`src/rtl/dma_regs_pkg.sv`:
```
package dma_regs_pkg;
  localparam int DW = 32;
  localparam int NUM_PTR = 6;

  localparam logic [15:0] OFS_CSR   = 16'h0000;
  localparam logic [15:0] OFS_NEXT  = 16'h4000;
  localparam logic [15:0] OFS_LIMIT = 16'h4004;
  localparam logic [15:0] OFS_START = 16'h4008;
  localparam logic [15:0] OFS_STOP  = 16'h400C;
  localparam logic [15:0] OFS_INIT  = 16'h4200;
  localparam logic [15:0] OFS_SIZE  = 16'h4204;

  // command bits in control write data
  localparam int CMD_SET_EN  = 0;
  localparam int CMD_SET_SUP = 1;
  localparam int CMD_DIR     = 2;
  localparam int CMD_CLR_CPL = 4;
  localparam int CMD_RESET   = 5;

  // status bits in control read data
  localparam int ST_EN  = 0;
  localparam int ST_SUP = 1;
  localparam int ST_DIR = 2;
  localparam int ST_CPL = 3;
  localparam int ST_W   = 4;

  localparam logic [1:0] SIZE_WORD = 2'd2;

  typedef enum logic [2:0] {
    SEL_CSR   = 3'd0,
    SEL_NEXT  = 3'd1,
    SEL_LIMIT = 3'd2,
    SEL_START = 3'd3,
    SEL_STOP  = 3'd4,
    SEL_INIT  = 3'd5,
    SEL_SIZE  = 3'd6,
    SEL_NONE  = 3'd7
  } reg_sel_e;
endpackage

```
`src/rtl/dma_reg_decode.sv`:
```
module dma_reg_decode
  import dma_regs_pkg::*;
#(
  parameter int NUM_CH   = 4,
  parameter int CH_SHIFT = 15,  // must be >= 15 to hold offset 0x4204
  localparam int CH_BITS = $clog2(NUM_CH),
  localparam int ADDR_W  = CH_SHIFT + CH_BITS
) (
  input  logic [ADDR_W-1:0]  addr_i,
  input  logic [1:0]         size_i,
  output logic [CH_BITS-1:0] ch_o,
  output reg_sel_e           sel_o
);
  logic [CH_SHIFT-1:0] ofs;
  logic ch_ok;

  assign ofs   = addr_i[CH_SHIFT-1:0];
  assign ch_o  = addr_i[ADDR_W-1:CH_SHIFT];
  assign ch_ok = int'(ch_o) < NUM_CH;

  always_comb begin
    sel_o = SEL_NONE;
    if (size_i == SIZE_WORD && ch_ok) begin
      if      (ofs == CH_SHIFT'(OFS_CSR))   sel_o = SEL_CSR;
      else if (ofs == CH_SHIFT'(OFS_NEXT))  sel_o = SEL_NEXT;
      else if (ofs == CH_SHIFT'(OFS_LIMIT)) sel_o = SEL_LIMIT;
      else if (ofs == CH_SHIFT'(OFS_START)) sel_o = SEL_START;
      else if (ofs == CH_SHIFT'(OFS_STOP))  sel_o = SEL_STOP;
      else if (ofs == CH_SHIFT'(OFS_INIT))  sel_o = SEL_INIT;
      else if (ofs == CH_SHIFT'(OFS_SIZE))  sel_o = SEL_SIZE;
    end
  end

  // unaligned addresses never map
  always_comb begin
    if (addr_i[1:0] != 2'b00) a_r10_unaligned_none : assert (sel_o == SEL_NONE);
  end
endmodule

```
`src/rtl/dma_chan_slot.sv`:
```
module dma_chan_slot
  import dma_regs_pkg::*;
(
  input  logic          clk_i,
  input  logic          rst_ni,
  input  logic          wr_i,
  input  reg_sel_e      sel_i,
  input  logic [DW-1:0] wdata_i,
  input  logic          done_i,
  output logic [DW-1:0] rdata_o,
  output logic          en_o,
  output logic          dir_o,
  output logic          cmpl_o
);
  logic [ST_W-1:0] st_q, st_d;
  logic [NUM_PTR-1:0][DW-1:0] ptr_q;
  logic wr_csr;

  assign wr_csr = wr_i && (sel_i == SEL_CSR);

  always_comb begin
    st_d = st_q;
    if (wr_csr) begin
      if (wdata_i[CMD_RESET]) begin
        st_d = '0;
      end else begin
        if (wdata_i[CMD_SET_EN])  st_d[ST_EN]  = 1'b1;
        if (wdata_i[CMD_SET_SUP]) st_d[ST_SUP] = 1'b1;
        if (wdata_i[CMD_DIR])     st_d[ST_DIR] = 1'b1;
        if (wdata_i[CMD_CLR_CPL]) st_d[ST_CPL] = 1'b0;
      end
    end
    if (done_i) st_d[ST_CPL] = 1'b1;  // engine event is never lost
  end

  always_ff @(posedge clk_i or negedge rst_ni) begin
    if (!rst_ni) st_q <= '0;
    else         st_q <= st_d;
  end

  for (genvar p = 0; p < NUM_PTR; p++) begin : g_ptr
    always_ff @(posedge clk_i or negedge rst_ni) begin
      if (!rst_ni)                                  ptr_q[p] <= '0;
      else if (wr_i && sel_i == reg_sel_e'(p + 1)) ptr_q[p] <= wdata_i;
    end
  end

  always_comb begin
    rdata_o = '0;
    if (sel_i == SEL_CSR) rdata_o = {{(DW-ST_W){1'b0}}, st_q};
    for (int p = 0; p < NUM_PTR; p++) begin
      if (sel_i == reg_sel_e'(p + 1)) rdata_o = ptr_q[p];
    end
  end

  assign en_o   = st_q[ST_EN];
  assign dir_o  = st_q[ST_DIR];
  assign cmpl_o = st_q[ST_CPL];

  a_r7_reset_clears : assert property (@(posedge clk_i) disable iff (!rst_ni)
    wr_csr && wdata_i[CMD_RESET] && !done_i |=> st_q == '0);
  a_r3_en_rise_cause : assert property (@(posedge clk_i) disable iff (!rst_ni)
    $rose(st_q[ST_EN]) |-> $past(wr_csr && wdata_i[CMD_SET_EN] && !wdata_i[CMD_RESET]));
  a_r5_dir_sticky : assert property (@(posedge clk_i) disable iff (!rst_ni)
    st_q[ST_DIR] && !(wr_csr && wdata_i[CMD_RESET]) |=> st_q[ST_DIR]);
  a_r8_done_sets : assert property (@(posedge clk_i) disable iff (!rst_ni)
    done_i |=> st_q[ST_CPL]);
  a_r6_clear_only_cpl : assert property (@(posedge clk_i) disable iff (!rst_ni)
    wr_csr && wdata_i[CMD_CLR_CPL] && !wdata_i[CMD_RESET] && !done_i
    |=> !st_q[ST_CPL] && st_q[ST_EN] == $past(st_q[ST_EN] | wdata_i[CMD_SET_EN]));
  a_r2_ptr_hold : assert property (@(posedge clk_i) disable iff (!rst_ni)
    !wr_i |=> $stable(ptr_q));
endmodule

```
`src/rtl/dma_chan_regs.sv`:
```
module dma_chan_regs
  import dma_regs_pkg::*;
#(
  parameter int NUM_CH   = 4,
  parameter int CH_SHIFT = 15,
  localparam int CH_BITS = $clog2(NUM_CH),
  localparam int ADDR_W  = CH_SHIFT + CH_BITS
) (
  input  logic              clk_i,
  input  logic              rst_ni,
  input  logic              req_i,
  input  logic              we_i,
  input  logic [1:0]        size_i,
  input  logic [ADDR_W-1:0] addr_i,
  input  logic [DW-1:0]     wdata_i,
  output logic [DW-1:0]     rdata_o,
  input  logic [NUM_CH-1:0] done_i,
  output logic [NUM_CH-1:0] en_o,
  output logic [NUM_CH-1:0] dir_o,
  output logic [NUM_CH-1:0] cmpl_o
);
  logic [CH_BITS-1:0] ch;
  reg_sel_e           sel;
  logic [DW-1:0]      ch_rd [NUM_CH];

  dma_reg_decode #(.NUM_CH(NUM_CH), .CH_SHIFT(CH_SHIFT)) u_dec (
    .addr_i (addr_i),
    .size_i (size_i),
    .ch_o   (ch),
    .sel_o  (sel)
  );

  for (genvar c = 0; c < NUM_CH; c++) begin : g_ch
    logic wr_c;
    assign wr_c = req_i && we_i && (sel != SEL_NONE) && (int'(ch) == c);
    dma_chan_slot u_slot (
      .clk_i   (clk_i),
      .rst_ni  (rst_ni),
      .wr_i    (wr_c),
      .sel_i   (sel),
      .wdata_i (wdata_i),
      .done_i  (done_i[c]),
      .rdata_o (ch_rd[c]),
      .en_o    (en_o[c]),
      .dir_o   (dir_o[c]),
      .cmpl_o  (cmpl_o[c])
    );
  end

  always_comb begin
    rdata_o = '0;
    if (req_i && !we_i && sel != SEL_NONE) begin
      for (int c = 0; c < NUM_CH; c++) begin
        if (int'(ch) == c) rdata_o = ch_rd[c];
      end
    end
  end

  a_r9_narrow_read_zero : assert property (@(posedge clk_i) disable iff (!rst_ni)
    req_i && !we_i && size_i != SIZE_WORD |-> rdata_o == '0);
  a_r10_unmapped_read_zero : assert property (@(posedge clk_i) disable iff (!rst_ni)
    req_i && !we_i && sel == SEL_NONE |-> rdata_o == '0);
  a_r11_no_read_when_idle : assert property (@(posedge clk_i) disable iff (!rst_ni)
    !req_i |-> rdata_o == '0);
endmodule

```
`config.mk`:
```
export PLATFORM = sky130hd
export DESIGN_NAME = dma_chan_regs
export DESIGN_NICKNAME = d
export VERILOG_FILES = /design/src/rtl/dma_regs_pkg.sv /design/src/rtl/dma_reg_decode.sv /design/src/rtl/dma_chan_slot.sv /design/src/rtl/dma_chan_regs.sv
export SDC_FILE = /design/constraint.sdc
export NUM_CORES = 1
export LEC_CHECK = 0
export BUFFER_PORTS_ARGS = -buffer_cell sky130_fd_sc_hd__buf_2
export CAP_MARGIN = 20
export CORE_ASPECT_RATIO = 2
export CORE_MARGIN = 8
export CORE_UTILIZATION = 40
export CTS_CLUSTER_SIZE = 10
export DETAILED_ROUTE_END_ITERATION = 7
export SYNTH_ARGS = -nofsm -noshare
export SYNTH_HDL_FRONTEND = slang
export SYNTH_SLANG_ARGS = --single-unit
```
`constraint.sdc`:
```
create_clock -name clk_i -period 4.15 [get_ports clk_i]
set_clock_uncertainty 0.1 [all_clocks]
set_input_delay 0.83 -clock clk_i [delete_from_list [all_inputs] [get_ports clk_i]]
set_output_delay 0.83 -clock clk_i [all_outputs]
set_load 0.01 [all_outputs]
```
==> results by group <==
Global route
  • First-pass GRT wire length: 184300 um
  • Total track usage: 0.2425
  • Largest net degree at the start of global routing: just under 100
  • Total gr overflow: 0
  • Initial antenna violation count: 13
  • Vias in the first global route: ~27k

Worst setup path
  • WP buf/inv: 8
  • Critical Path End Type: output port
  • Setup Crit Path Kind: primary input to output port
  • Critical path fanouts, max: 6
  • Worst Setup Start Kind: primary input
  • Crit-path leading delay family: buffers and inverters
  • Arr. time, crit path: between 3000 and 4000 ps
  • Delay of the slowest cell on the worst path: 330 ps
  • CP Cell Sequence: buf_6 -> nor4_4 -> buf_4 -> nand4_1 -> buf_4 -> buf_4 -> nor4_4 -> buf_6 -> buf_6 -> buf_4 -> a221o_1 -> nor2_1 -> nor3_2 -> buf_4
  • Crit path max-delay cell type: nor3_2
  • Worst path most repeated cell: buf_4
  • Critical path required time: 3220 ps

Pwr
  • Maximum VDD drop: 0.3231 mV
  • Leakage: approximately 22 nW
  • Pwr Density: 337.3 nW/um^2
  • Overall power: roughly 15 mW

STA
  • Setup TNS: -652.9 ps
  • Max Freq: roughly 0.24 GHz
  • Final hold violation count: 0
  • Final setup margin: -96.39 ps
  • Min Tclk post-route: ~4200 ps
  • Max Slew Vio Count: 0
  • Unrepaired setup endpoints after global routing: yes
  • Slew HR: 0.4770
  • Crit share post-route: 1.023
  • Final setup violation count: 19
  • Worst-margin pin slew: 784.4 ps

Clock tree
  • Clk sinks: approximately 780
  • H-tree depth: 3
  • CTS buffer count: between 80 and 90
  • CTS tree: built
  • Deepest clock path buffer count: 3
  • Clk pin slew, worst setup/hold paths: about 50 ps
  • Clock Latency Late Sink: 650 ps
  • Clk root buf: clkbuf_16

Placed design
  • Port bufs: 102
  • Worst slack, placed: -436.4 ps
  • Dpl hpwl: about 78000 um
  • GP Congestion: between 0.9 and 1

Yosys
  • Yosys cell types: between 70 and 80
  • Post-synth ARST share: 1.000
  • Ys flop type: dfrtp_1
  • Syn Nets: 2836
  • Synth warn: 0
  • Seq/Total Area, Yosys: 0.5429
  • Cell Area, Synth: between 30000 and 40000 sq um
  • Synth Register Bits: slightly below 800
  • Mapped Cells: between 2k and 3k
  • Top cell type's share of synthesized area: 0.5429
  • Synth area leaders: dfrtp_1 (54%), mux2_2 (24%), a21oi_1 (2.0%)
  • Cell taking the most area after synthesis: dfrtp_1
  • Avg Inst Size Synth: around 13 sq um
  • EDFF count, synth: 0

Routing
  • Met3 WL post-DR: a little under 9000 um
  • First DRT Iteration DRCs: 2607
  • Vias per cell: approximately 6.1
  • Routed length per placed instance: 28.79 um
  • DRC: 0
  • Via Count: around 27k
  • DRT antenna net count: 0
  • Drt pass-1 iters: 6
  • Metal-1 WL: about 52000 um
  • DR top layer: met5
  • WL final: roughly 130000 um
  • Met2 Wirelength: between 50000 and 60000 um

Floorplanning
  • Core ar.: 89980 sq um
  • Initial Utilization: 0.4016
  • IO Pins: 103
  • Die Area: 100800 sq um
  • Chip width: 228.5 um
  • Die Span Y: around 440 um
  • Row cnt: 156

Outcome
  • Failing checks: negative setup slack
  • Outcome: complete, but fails checks

Final layout
  • Multi-input logic area: around 16000 sq um
  • Nets@finish: between 3k and 4k
  • Share of cells above drive strength 1: 0.5197
  • Register area: roughly 20000 sq um
  • Filler instances: around 7.8k
  • Area grow syn2layout: 24.95%
  • Post-layout util: 0.5018
  • Most common cell after layout, fill and taps aside: dfrtp_1
  • Most frequent cells in the layout: dfrtp_1 (784), mux2_2 (776), buf_4 (327)

Job
  • Max-Cap Viols: 0

Min path
  • Hold Path Class: primary input to async pin
-- power breakdown --
group / internal [mW] / switching [mW]
sequential: 7.65 / 0.0000000161
combinational: 0.218 / 0.515
clock: 3.85 / 2.99
-- worst paths after layout --
check | startpoint | to | slack [ps] | depth (start not counted)
max | addr_i[4] | rdata_o[18] | -100 | 14
max in group asynchronous | rst_ni | g_ch[2].u_slot.ptr_q[43] | 2760 | 3
max reg2reg | g_ch[1].u_slot.ptr_q[136] | g_ch[1].u_slot.ptr_q[136] | 3230 | 1
min | rst_ni | g_ch[2].u_slot.ptr_q[132] | 60 | 1
min in group clk_i | done_i[0] | g_ch[0].u_slot.st_q[3] | 270 | 2
min reg2reg | g_ch[0].u_slot.ptr_q[108] | g_ch[0].u_slot.ptr_q[108] | 390 | 1
-- repair_timing --
action,in CTS,in global routing
pin swaps,70,74
cloned,6,6
hold buffers,0,0
resized for setup,188,154
endpoints found under the setup margin,32,32
buffers inserted,43,82
-- Yosys cell counts, drive strengths merged (12+ instances only) --
cell type,n
nand3,34
a221oi,47
a21oi,142
o211ai,17
nand2,131
a221o,20
and4,12
buf,154
nor2,74
nor4,15
a31oi,13
mux2i,64
nor3,19
mux2,792
a211oi,34
mux4,15
a222oi,58
clkbuf,117
o21ai,63
dfrtp,784
a22oi,45
-- flip-flops by register name, indices dropped and copies added (netlist names) --
register / count
g_ch.u_slot.st_q: 16
g_ch.u_slot.ptr_q: 768
-- layer usage --
layer  global-route usage  vias to the layer above
met3              0.04525                      310
met1               0.3154                    14000
met2               0.3940                     1095
li1                     -                    11110
met5                    0                        -
met4               0.1043                       12
-- through the flow --
stage	instance area (sq um)	hold slack, ps	std cells
floorplan	36140	355.9	2777
global placement	40190	367.0	4133
detailed placement	40190	377.5	4133
CTS	43760	79.24	4279
global route	45140	91.01	4362
finish	45150	62.45	4367
-- cell type report --
type	count	share of cell area
Tap cell	1185	0.03284
Clock inverter	5	0.001718
Inverter	3	0.0002494
Timing Repair Buffer	571	0.1218
Antenna cell	5	0.0002771
Sequential cell	784	0.4345
Multi-Input combinational cell	1719	0.3580
Clock buffer	95	0.05052
-- kinds of logic after synthesis --
kind of cell,Yosys count,share of synthesized area
flip-flops,784,0.5429
buffers and inverters,274,0.03601
AO/OA/AOI/OAI,507,0.1000
multiplexers,871,0.2742
AND/OR/NAND/NOR,341,0.04688
No activity file was read; power rests on OpenSTA's default activity.
